--- src/rtl/mloop_pkg.sv ---
`timescale 1ns/1ps
package mloop_pkg;

  typedef enum logic [2:0] {
    CMD_LC   = 3'd0,
    CMD_EC   = 3'd1,
    CMD_PHI  = 3'd2,
    CMD_PLO  = 3'd3,
    CMD_GSZ  = 3'd4,
    CMD_FSZ  = 3'd5
  } cmd_sel_e;

  typedef struct packed {
    logic rotate;
    logic inject;
    logic taken;
  } br_outcome_t;

  localparam int PRED_TOTAL = 64;
  localparam int PRED_FIXED = 16;
  localparam int REG_TOTAL  = 128;
  localparam int REG_FIXED  = 32;

endpackage

--- src/rtl/mloop_count.sv ---
`timescale 1ns/1ps
module mloop_count
  import mloop_pkg::*;
#(
  parameter int LC_W = 16,
  parameter int EC_W = 6
) (
  input  logic            clk,
  input  logic            rst_n,
  input  logic            ld_lc,
  input  logic            ld_ec,
  input  logic [LC_W-1:0] lc_in,
  input  logic [EC_W-1:0] ec_in,
  input  logic            step,
  output br_outcome_t     outc
);

  logic [LC_W-1:0] lc_q, lc_d;
  logic [EC_W-1:0] ec_q, ec_d;

  // Decision depends only on current counter state
  always_comb begin
    outc = '0;
    if (lc_q != '0) begin
      outc.taken  = 1'b1;
      outc.rotate = 1'b1;
      outc.inject = 1'b1;
    end else if (ec_q > EC_W'(1)) begin
      outc.taken  = 1'b1;
      outc.rotate = 1'b1;
    end else if (ec_q == EC_W'(1)) begin
      outc.rotate = 1'b1;
    end
  end

  always_comb begin
    lc_d = lc_q;
    ec_d = ec_q;
    if (ld_lc)                    lc_d = lc_in;
    else if (step && lc_q != '0)  lc_d = lc_q - 1'b1;
    if (ld_ec)                                   ec_d = ec_in;
    else if (step && lc_q == '0 && ec_q != '0)   ec_d = ec_q - 1'b1;
  end

  always_ff @(posedge clk or negedge rst_n) begin
    if (!rst_n) begin
      lc_q <= '0;
      ec_q <= '0;
    end else begin
      lc_q <= lc_d;
      ec_q <= ec_d;
    end
  end

  assert_lc_step_R2: assert property (@(posedge clk) disable iff (!rst_n)
    (step && !ld_lc && lc_q != '0) |=> (lc_q == $past(lc_q) - 1'b1));

  assert_ec_hold_R2: assert property (@(posedge clk) disable iff (!rst_n)
    (step && !ld_ec && lc_q != '0) |=> (ec_q == $past(ec_q)));

  assert_ec_step_R3: assert property (@(posedge clk) disable iff (!rst_n)
    (step && !ld_ec && lc_q == '0 && ec_q != '0) |=> (ec_q == $past(ec_q) - 1'b1));

  assert_idle_R4: assert property (@(posedge clk) disable iff (!rst_n)
    (step && !ld_lc && !ld_ec && lc_q == '0 && ec_q == '0) |=> (lc_q == '0 && ec_q == '0));

endmodule

--- src/rtl/mloop_pred.sv ---
`timescale 1ns/1ps
module mloop_pred #(
  parameter int NP   = 64,
  parameter int NFIX = 16,
  parameter int NRD  = 2
) (
  input  logic                         clk,
  input  logic                         rst_n,
  input  logic                         ld_hi,
  input  logic [NP-NFIX-1:0]           hi_in,
  input  logic                         ld_lo,
  input  logic [NFIX-1:0]              lo_in,
  input  logic                         rotate,
  input  logic                         inject,
  input  logic [NRD*$clog2(NP)-1:0]    rd_idx,
  output logic [NRD-1:0]               rd_val
);

  localparam int NROT = NP - NFIX;
  localparam int IW   = $clog2(NP);
  localparam int BW   = $clog2(NROT);
  localparam int LW   = $clog2(NFIX);

  logic [NFIX-1:1] lo_q, lo_d;
  logic [NROT-1:0] hi_q, hi_d;
  logic [BW-1:0]   base_q, base_d, base_nx;
  logic            unused_p0;

  assign unused_p0 = lo_in[0];

  function automatic logic [BW-1:0] slot_of(input logic [BW-1:0] o,
                                            input logic [BW-1:0] b);
    logic [BW:0] s;
    s = {1'b0, o} + {1'b0, b};
    if (s >= (BW+1)'(NROT)) s = s - (BW+1)'(NROT);
    return s[BW-1:0];
  endfunction

  // Rotation lowers the base; the slot it lands on becomes virtual p16
  assign base_nx = (base_q == '0) ? BW'(NROT - 1) : base_q - 1'b1;

  always_comb begin
    hi_d   = hi_q;
    base_d = base_q;
    lo_d   = lo_q;
    if (ld_hi) begin
      hi_d   = hi_in;
      base_d = '0;
    end else if (rotate) begin
      base_d          = base_nx;
      hi_d[base_nx]   = inject;
    end
    if (ld_lo) lo_d = lo_in[NFIX-1:1];
  end

  always_ff @(posedge clk or negedge rst_n) begin
    if (!rst_n) begin
      hi_q   <= '0;
      lo_q   <= '0;
      base_q <= '0;
    end else begin
      hi_q   <= hi_d;
      lo_q   <= lo_d;
      base_q <= base_d;
    end
  end

  for (genvar k = 0; k < NRD; k++) begin : g_rd
    logic [IW-1:0] idx;
    logic [BW-1:0] off;
    logic          val;
    assign idx = rd_idx[k*IW +: IW];
    assign off = BW'(idx - IW'(NFIX));
    always_comb begin
      if (idx == '0)                val = 1'b1;
      else if (idx < IW'(NFIX))     val = lo_q[idx[LW-1:0]];
      else                          val = hi_q[slot_of(off, base_q)];
    end
    assign rd_val[k] = val;
  end

  assert_base_range_R5: assert property (@(posedge clk) disable iff (!rst_n)
    base_q < BW'(NROT));

  assert_inject_R2: assert property (@(posedge clk) disable iff (!rst_n)
    (rotate && !ld_hi) |=> (hi_q[base_q] == $past(inject)));

  assert_mask_base_R7: assert property (@(posedge clk) disable iff (!rst_n)
    ld_hi |=> (base_q == '0));

endmodule

--- src/rtl/mloop_rename.sv ---
`timescale 1ns/1ps
module mloop_rename #(
  parameter int NREG  = 128,
  parameter int NFIX  = 32,
  parameter int ALIGN = 1
) (
  input  logic                      clk,
  input  logic                      rst_n,
  input  logic                      ld_size,
  input  logic [$clog2(NREG-NFIX+1)-1:0] size_in,
  input  logic                      rotate,
  input  logic [$clog2(NREG)-1:0]   vidx,
  output logic [$clog2(NREG)-1:0]   pidx
);

  localparam int NROT = NREG - NFIX;
  localparam int IW   = $clog2(NREG);
  localparam int SW   = $clog2(NROT + 1);

  logic [SW-1:0] size_q, size_d, base_q, base_d;
  logic [SW-1:0] size_lim, size_al, rel;
  logic [SW:0]   sum;
  logic          in_rgn;

  assign size_lim = (size_in > SW'(NROT)) ? SW'(NROT) : size_in;
  assign size_al  = size_lim & ~SW'(ALIGN - 1);

  always_comb begin
    size_d = size_q;
    base_d = base_q;
    if (ld_size) begin
      size_d = size_al;
      base_d = '0;
    end else if (rotate && size_q != '0) begin
      base_d = (base_q == '0) ? size_q - 1'b1 : base_q - 1'b1;
    end
  end

  always_ff @(posedge clk or negedge rst_n) begin
    if (!rst_n) begin
      size_q <= '0;
      base_q <= '0;
    end else begin
      size_q <= size_d;
      base_q <= base_d;
    end
  end

  always_comb begin
    rel    = SW'(vidx - IW'(NFIX));
    in_rgn = (vidx >= IW'(NFIX)) && (rel < size_q);
    sum    = {1'b0, rel} + {1'b0, base_q};
    if (sum >= {1'b0, size_q}) sum = sum - {1'b0, size_q};
    pidx   = in_rgn ? (IW'(NFIX) + IW'(sum)) : vidx;
  end

  assert_base_lt_size_R8: assert property (@(posedge clk) disable iff (!rst_n)
    (size_q != '0) |-> (base_q < size_q));

  assert_pidx_in_region_R8: assert property (@(posedge clk) disable iff (!rst_n)
    in_rgn |-> (pidx >= IW'(NFIX) && ({1'b0, pidx} < (IW+1)'(NFIX) + (IW+1)'(size_q))));

  assert_outside_identity_R9: assert property (@(posedge clk) disable iff (!rst_n)
    (size_q == '0) |-> (pidx == vidx));

endmodule

--- src/rtl/mloop_ctrl.sv ---
`timescale 1ns/1ps
module mloop_ctrl
  import mloop_pkg::*;
#(
  parameter int LC_W   = 16,
  parameter int EC_W   = 6,
  parameter int DATA_W = 64,
  parameter int NRD    = 2
) (
  input  logic              clk,
  input  logic              rst_n,
  input  logic              cmd_valid,
  input  logic [2:0]        cmd_sel,
  input  logic [DATA_W-1:0] cmd_data,
  input  logic              br_req,
  output logic              br_done,
  output logic              br_taken,
  input  logic [NRD*6-1:0]  pr_rd_idx,
  output logic [NRD-1:0]    pr_rd_val,
  input  logic [6:0]        gr_vidx,
  output logic [6:0]        gr_pidx,
  input  logic [6:0]        fr_vidx,
  output logic [6:0]        fr_pidx
);

  localparam int NROTP = PRED_TOTAL - PRED_FIXED;
  localparam int SW    = $clog2(REG_TOTAL - REG_FIXED + 1);

  br_outcome_t outc;
  logic        step, rot;
  logic        done_q, taken_q;
  logic        unused_hi;
  logic [1:0]  ld_sz;
  logic [1:0][6:0] vidx_a, pidx_a;

  assign unused_hi = ^cmd_data[DATA_W-1:NROTP];

  // A command in the same cycle drops the branch
  assign step = br_req && !cmd_valid;
  assign rot  = step && outc.rotate;

  mloop_count #(.LC_W(LC_W), .EC_W(EC_W)) u_count (
    .clk   (clk),
    .rst_n (rst_n),
    .ld_lc (cmd_valid && cmd_sel == CMD_LC),
    .ld_ec (cmd_valid && cmd_sel == CMD_EC),
    .lc_in (cmd_data[LC_W-1:0]),
    .ec_in (cmd_data[EC_W-1:0]),
    .step  (step),
    .outc  (outc)
  );

  mloop_pred #(.NP(PRED_TOTAL), .NFIX(PRED_FIXED), .NRD(NRD)) u_pred (
    .clk    (clk),
    .rst_n  (rst_n),
    .ld_hi  (cmd_valid && cmd_sel == CMD_PHI),
    .hi_in  (cmd_data[NROTP-1:0]),
    .ld_lo  (cmd_valid && cmd_sel == CMD_PLO),
    .lo_in  (cmd_data[PRED_FIXED-1:0]),
    .rotate (rot),
    .inject (outc.inject),
    .rd_idx (pr_rd_idx),
    .rd_val (pr_rd_val)
  );

  assign ld_sz[0]  = cmd_valid && cmd_sel == CMD_GSZ;
  assign ld_sz[1]  = cmd_valid && cmd_sel == CMD_FSZ;
  assign vidx_a[0] = gr_vidx;
  assign vidx_a[1] = fr_vidx;
  assign gr_pidx   = pidx_a[0];
  assign fr_pidx   = pidx_a[1];

  // File 0 (general) rotates in groups of 8, file 1 (floating point) freely
  for (genvar g = 0; g < 2; g++) begin : g_ren
    mloop_rename #(.NREG(REG_TOTAL), .NFIX(REG_FIXED), .ALIGN(g == 0 ? 8 : 1)) u_ren (
      .clk     (clk),
      .rst_n   (rst_n),
      .ld_size (ld_sz[g]),
      .size_in (cmd_data[SW-1:0]),
      .rotate  (rot),
      .vidx    (vidx_a[g]),
      .pidx    (pidx_a[g])
    );
  end

  always_ff @(posedge clk or negedge rst_n) begin
    if (!rst_n) begin
      done_q  <= 1'b0;
      taken_q <= 1'b0;
    end else begin
      done_q  <= step;
      taken_q <= step && outc.taken;
    end
  end

  assign br_done  = done_q;
  assign br_taken = taken_q;

  assert_done_latency_R10: assert property (@(posedge clk) disable iff (!rst_n)
    br_done |-> $past(br_req && !cmd_valid));

  assert_taken_with_done_R10: assert property (@(posedge clk) disable iff (!rst_n)
    br_taken |-> br_done);

  assert_cmd_wins_R11: assert property (@(posedge clk) disable iff (!rst_n)
    (br_req && cmd_valid) |=> !br_done);

  assert_p0_high_R6: assert property (@(posedge clk) disable iff (!rst_n)
    (pr_rd_idx[5:0] == 6'd0) |-> pr_rd_val[0]);

endmodule

--- config.mk ---
export PLATFORM = sky130hd
export DESIGN_NAME = mloop_ctrl
export DESIGN_NICKNAME = d
export VERILOG_FILES = /design/src/rtl/mloop_pkg.sv /design/src/rtl/mloop_count.sv /design/src/rtl/mloop_pred.sv /design/src/rtl/mloop_rename.sv /design/src/rtl/mloop_ctrl.sv
export SDC_FILE = /design/constraint.sdc
export NUM_CORES = 1
export LEC_CHECK = 0
export BUFFER_PORTS_ARGS = -buffer_cell sky130_fd_sc_hd__buf_2
export CORE_MARGIN = 4
export CORE_UTILIZATION = 35
export DETAILED_ROUTE_END_ITERATION = 12
export PLACE_DENSITY = 0.62
export SLEW_MARGIN = 20
export SYNTH_ARGS = -nofsm -noshare
export SYNTH_HDL_FRONTEND = slang
export SYNTH_SLANG_ARGS = --single-unit
--- constraint.sdc ---
create_clock -name clk -period 6.65 [get_ports clk]
set_clock_uncertainty 0.15 [all_clocks]
set_input_delay 1.6625 -clock clk [delete_from_list [all_inputs] [get_ports clk]]
set_output_delay 1.6625 -clock clk [all_outputs]
set_load 0.02 [all_outputs]
; Word level (Yosys, flattened, before mapping)
; Cells that the tools add are included.
[classes]
n_addsub = 21
mul = 0
n_div = 0
n_lt_le_gt_ge = 18
n_eq_ne = 6
shift = 0
mux = 47
bitwise_logic = 0
n_reduce_logical = 34
[op_table]
columns = op, count
row1 = 48-bit two-way mux, 2
row2 = 7-bit two-way mux, 11
row3 = 6-bit two-way mux, 11
row4 = 48-bit bitwise mux, 1
row5 = 16-bit two-way mux, 2
row6 = "7-bit by 6-bit >= comparator with 1-bit output, second input constant", 4
row7 = "7-bit by 1-bit subtractor with 7-bit output, second input constant", 4
row8 = "6-bit by 7-bit less-than comparator with 1-bit output, second input constant", 3
row9 = 6-bit zero test, 3
row10 = 1-bit logical AND, 17
row11 = 7-bit by 7-bit adder with 8-bit output, 2
row12 = 8-bit by 7-bit >= comparator with 1-bit output, 2
row13 = 16-bit zero test, 1
row14 = 16-bit nonzero test, 1
row15 = "16-bit by 1-bit subtractor with 16-bit output, second input constant", 1
row16 = 1-bit two-way mux, 15
row17 = 6-bit by 6-bit adder with 7-bit output, 2
row18 = "6-bit by 7-bit adder with 7-bit output, first input constant", 2
row19 = 7-bit zero test, 2
row20 = 7-bit less-than comparator, 2
row21 = 7-bit nonzero test, 2
row22 = "7-bit by 6-bit subtractor with 7-bit output, second input constant", 2
row23 = 7-bit subtractor, 2
row24 = 1-bit binary-select mux with 6-bit select, 2
row25 = other kinds (18), 30
[word_totals]
reg_bits = 118
latch_bits = 0
ramBits = 0
romBits = 0
output_inout_bits = 18
elab_cells = 137
n_memories = 0

; Longest topological paths before layout
[logic_depth]
word_depth = 10
ltp_mapped = 16
ltp_nobuf = 16

; By module
; From an unflattened synthesis, not the netlist that was laid out.
[hier_totals]
cells_unflattened = 1118
hier_area_um2 = 9915.8
[by_module_without_submodules]
columns = module, n_inst, cells_each, area_each_um2, seq_area_each_um2
row1 = mloop_pred, 1, 578, 5370.2, 1726.7
row2 = mloop_rename at g_ren[1].u_ren, 1, 205, 1634.1, 350.3
row3 = mloop_count, 1, 168, 1446.4, 550.5
row4 = mloop_rename at g_ren[0].u_ren, 1, 156, 1318.8, 275.3
row5 = mloop_ctrl, 1, 11, 146.4, 50.0

; Worst setup path before layout
; OpenSTA, ideal clock, no wires.
[synth_path]
kind = input to output
from = input fr_vidx[0]
to = output fr_pidx[6]
t_arrival_ps = 4640
path_slack_ps = 197
cell_stages = 15
path_buffers = 0
path_cell_list = ha_1 -> fa_1 -> a211oi_1 -> o21bai_1 -> a21oi_1 -> xor2_1 -> inv_1 -> ha_1 -> nand4_1 -> o21ai_0 -> a21oi_1 -> o21ai_1 -> mux2i_1 -> xor2_1 -> mux2i_1
[synth_via]
elab_chain_cells = 6
elab_cells_between_ends = 10
[synth_rtl]
columns = item, line_no
row1 = start: declaration, mloop_ctrl.sv:22  ; input logic [6:0] fr_vidx,
row2 = 7-bit by 6-bit subtractor with 7-bit output, mloop_rename.sv:50  ; rel = SW'(vidx - IW'(NFIX));
row3 = 7-bit by 7-bit adder with 8-bit output, mloop_rename.sv:52  ; sum = {1'b0, rel} + {1'b0, base_q};
row4 = 7-bit subtractor or 8-bit by 7-bit >= comparator with 1-bit output (tied branches), mloop_rename.sv:53  ; if (sum >= {1'b0, size_q}) sum = sum - {1'b0, size_q};
row5 = 7-bit two-way mux, mloop_rename.sv:53
row6 = 6-bit by 7-bit adder with 7-bit output, mloop_rename.sv:54  ; pidx = in_rgn ? (IW'(NFIX) + IW'(sum)) : vidx;
row7 = 7-bit two-way mux *, mloop_rename.sv:54
row8 = end: declaration, mloop_ctrl.sv:23  ; output logic [6:0] fr_pidx
; Every way passes the cells marked *; elsewhere a longest branch is shown, timed or not.

; Worst setup path in the final report
; Same ends and word-level chain as after synthesis.

==> flow_summary_export.csv <==
group,metric,value,unit
run_status,outcome,"complete, no violations",
sta,rsz0062_at_grt,"yes",
cells_and_area,area_delta_synth_final,18.0,%
floorplanning,die_width,173,um
critical_path,cp_slowest_stage_delay,0.41,ns
drt,drcViolationCount,0,
pwr,worst_ir_drop_vdd,0.250,mV
critical_path,worstPathArrival,4.71,ns
clock_network,h-tree-depth,4,
pwr,power_switching,0.00242,W
global_route,grt_pass1_vias,8469,
cells_and_area,layout_commonest_cell,"nand2_1",
floorplanning,core-area,0.0270,mm^2
sta,setup_viol,0,
yosys,synthesis.nets,1227,
pwr,cellPowerDensity,491,mW/mm^2
placement,place_congestion,0.837,
global_route,met1_usage,0.246,
global_route,grt_usage,0.178,
global_route,grt_pass1_wl,43.8,mm
pwr,clock_power_share,0.169,
yosys,synth_edf_count,0,
yosys,dominantRegCellSynth,"dfrtp_1",
pwr,p_leak,4.94,nW
critical_path,setup.worst_path.start_class,"primary input",
drt,drt_iter0_markers,576,
global_route,grt_max_degree,79,
floorplanning,initial_utilization,0.355,
floorplanning,fp-row-count,60,
yosys,yosysWarnings,0,
sta,hold_viol,0,
cells_and_area,mostFrequentLayoutCells,"154 x nand2_1, 118 x dfrtp_1, 96 x buf_2",
yosys,synth-seq-cells,118,
pwr,p_seq_frac,0.224,
drt,drtAntennaViolNets,0,
yosys,synth_top_cell_by_area,"dfrtp_1",
clock_network,ctsLongestPathBuffers,2,
yosys,synth_area,0.00957,mm^2
global_route,grt_overflow,0,
clock_network,cts_made_buffers,17,
clock_network,tritoncts,"yes",
pwr,comb_power_share,0.607,
global_route,use_met3,0.0379,
cells_and_area,fillCellCount,2629,
critical_path,worstSetupEndpointType,"primary output",
global_route,gr-max-usage-layer,"met2",
drt,finalWirelength,27.0,mm
cells_and_area,diodes,0,
yosys,yosysUniqueCellTypes,74,
cells_and_area,finalNonFillerCells,1529,
floorplanning,die_h,173,um
yosys,yosysTopAreaCellShare,0.309,
cells_and_area,nNetsFinal,1338,
sta,slew_headroom,0.219,
floorplanning,ios,115,
run,cap_violations,0,
critical_path,critPathMaxFanout,2,
yosys,ys_seq_area_frac,0.309,
cells_and_area,drive_above_1_share,0.230,
floorplanning,die_area,0.0300,mm^2
critical_path,cp.required,4.84,ns
pwr,internal_power,0.00312,W
sta,period_minus_slack,6.52,ns
cells_and_area,final_area,0.0113,mm^2
clock_network,cts_sinks,118,
cells_and_area,fin_util,0.419,
critical_path,path_cells,"buf_2 -> ha_2 -> fa_2 -> a211oi_2 -> o21bai_1 -> a21oi_1 -> xor2_1 -> inv_1 -> ha_4 -> nand4_1 -> o21ai_1 -> a21oi_2 -> buf_4 -> nor3b_1 -> a211oi_1 -> xor2_1 -> mux2i_1 -> buf_4",
global_route,grt_antenna_before_repair,0,
placement,io_buffers,98,
placement,place_area,0.0106,mm^2
sta,worst_pin_slew,1.16,ns
clock_network,ctsHoldBuffers,0,
drt,via_per_inst,5.57,
yosys,synthTopCellsByArea,"dfrtp_1 31%, mux4_2 8.5%, ha_1 7.8%",
placement,dpl.hpwl,20.3,mm
drt,detail_route.wl_per_cell,17.7,um
global_route,grtUsageMet2,0.286,
sta,drv_slew,0,
pwr,switching_share,0.437,
drt,vias,8523,
yosys,async_flop_share,1.00,
sta,fmax,0.153,GHz
drt,first_pass_iters,5,
clock_network,clk_pin_slew,0.06,ns
clock_network,root_buffer,"clkbuf_16",
sta,period_share,0.981,
yosys,syn_inst,1064,
yosys,avgSynthCellArea,8.99,um^2
critical_path,critPathKind,"in2out",
placement,place_inst,1495,
clock_network,clock_latency,0.42,ns
critical_path,critPathSlowestCell,"fa_2",
min_path,min_path_type,"reg2reg",
==> Yosys cell counts (4+ instances only) <==
cell type  count
nor4_1         4
and2_1         8
o211ai_1       4
dfrtp_1      118
clkbuf_1      29
nor3_1        25
ha_1          60
nand2b_1       8
nor2_1        85
o21bai_1       6
a21o_1        10
fa_1           6
nand2_1      154
nand3_1       84
inv_1         47
o21a_1         5
xor2_1        14
mux2i_1       38
mux4_2        36
buf_1          4
a221o_1       14
nor2b_1        9
mux2_2        28
nor3b_1        6
buf_6          5
o21ai_0       76
a21oi_1       36
a31oi_1        6
xnor2_1       21
buf_4          4
o21ai_1       14
a211oi_1      18
buf_2          5
a211o_1        4
==> registers in the layout (all words and copies together) (netlist names) <==
| signal | count |
|---|---|
| u_pred.base_q | 6 |
| g_ren.u_ren.base_q | 14 |
| g_ren.u_ren.size_q | 11 |
| u_count.ec_q | 6 |
| u_pred.lo_q | 15 |
| u_count.lc_q | 16 |
| br_done | 1 |
| br_taken | 1 |
| u_pred.hi_q | 48 |
==> cells by family (layout without fill, tap and decap cells) <==
family,count (synthesis),count (layout),share of synthesized area
XOR/XNOR,35,35,0.0320
adder cells (fa/ha/maj),66,66,0.0910
multiplexers,102,102,0.157
flip-flops,118,118,0.309
AND/OR/NAND/NOR,415,415,0.204
buffers and inverters,94,218,0.0430
AO/OA/AOI/OAI,234,234,0.164
==> power groups by stage <==
stage	clock [W]	sequential (W)	combinational, W
after global placement	0	0.00123	0.00315
after detailed placement	0	0.00125	0.00322
after global routing	0.000982	0.00128	0.00370
final	0.000936	0.00124	0.00336
after floorplan	0	0.00113	0.00242
after CTS	0.000945	0.00124	0.00325
==> metal layers <==
layer  share of wire  up-vias  wire (um)
met5               0        -          0
met4           0.018        0        492
met3           0.060       35       1620
met2            0.47      240      12600
met1            0.45     4130      12300
li1                -     4118          -
==> path summary, 6_finish.rpt <==
path | start | endpoint | slack (ns) | cells after the start
worst min register to register | u_count.lc_q[5] | u_count.lc_q[5] | 0.36 | 1
max in group asynchronous | rst_n | u_count.lc_q[2] | 4.21 | 2
worst max-delay path | fr_vidx[0] | fr_pidx[6] | 0.13 | 18
worst max register to register | u_pred.base_q[0] | u_pred.hi_q[46] | 3.25 | 9
worst min-delay path | u_count.lc_q[5] | u_count.lc_q[5] | 0.36 | 1
min in group asynchronous | rst_n | u_pred.hi_q[19] | 1.12 | 1
==> metrics by stage <==
stage               total power, W  setup slack [ns]  hold slack, ns  TNS [ns]
floorplan                  0.00355             0.197           0.309         0
global placement           0.00438            -0.150           0.340    -0.628
detailed placement         0.00446            -0.175           0.340    -0.802
CTS                        0.00543           0.00353           0.357         0
global route               0.00597           -0.0787           0.389    -0.204
finish                     0.00554             0.128           0.356         0
==> repair_timing <==
action                                  CTS  global route
cloned                                    0             0
pin swaps                                 1             8
setup buffers                             0             2
endpoints found under the setup margin    9            13
resized for setup                         5            21
==> critical path: cells and delay by family <==
| kind | cells | cell delay, ns |
|---|---|---|
| XOR/XNOR | 2 | 0.35 |
| AND/OR/NAND/NOR | 2 | 0.30 |
| AO/OA/AOI/OAI | 6 | 0.84 |
| buffers and inverters | 4 | 0.52 |
| multiplexers | 1 | 0.14 |
| adder cells (fa/ha/maj) | 3 | 0.88 |
==> area by class of cell <==
type	count	area, um^2	share of cell area
clock inverters	11	124	0.0110
multi-input cells	852	6300	0.559
inverters	47	176	0.0156
clock buffers	21	470	0.0417
well taps	341	427	0.0378
repair buffers	139	832	0.0737
flip-flops and latches	118	2950	0.262
(Power assumes the default switching activity.)
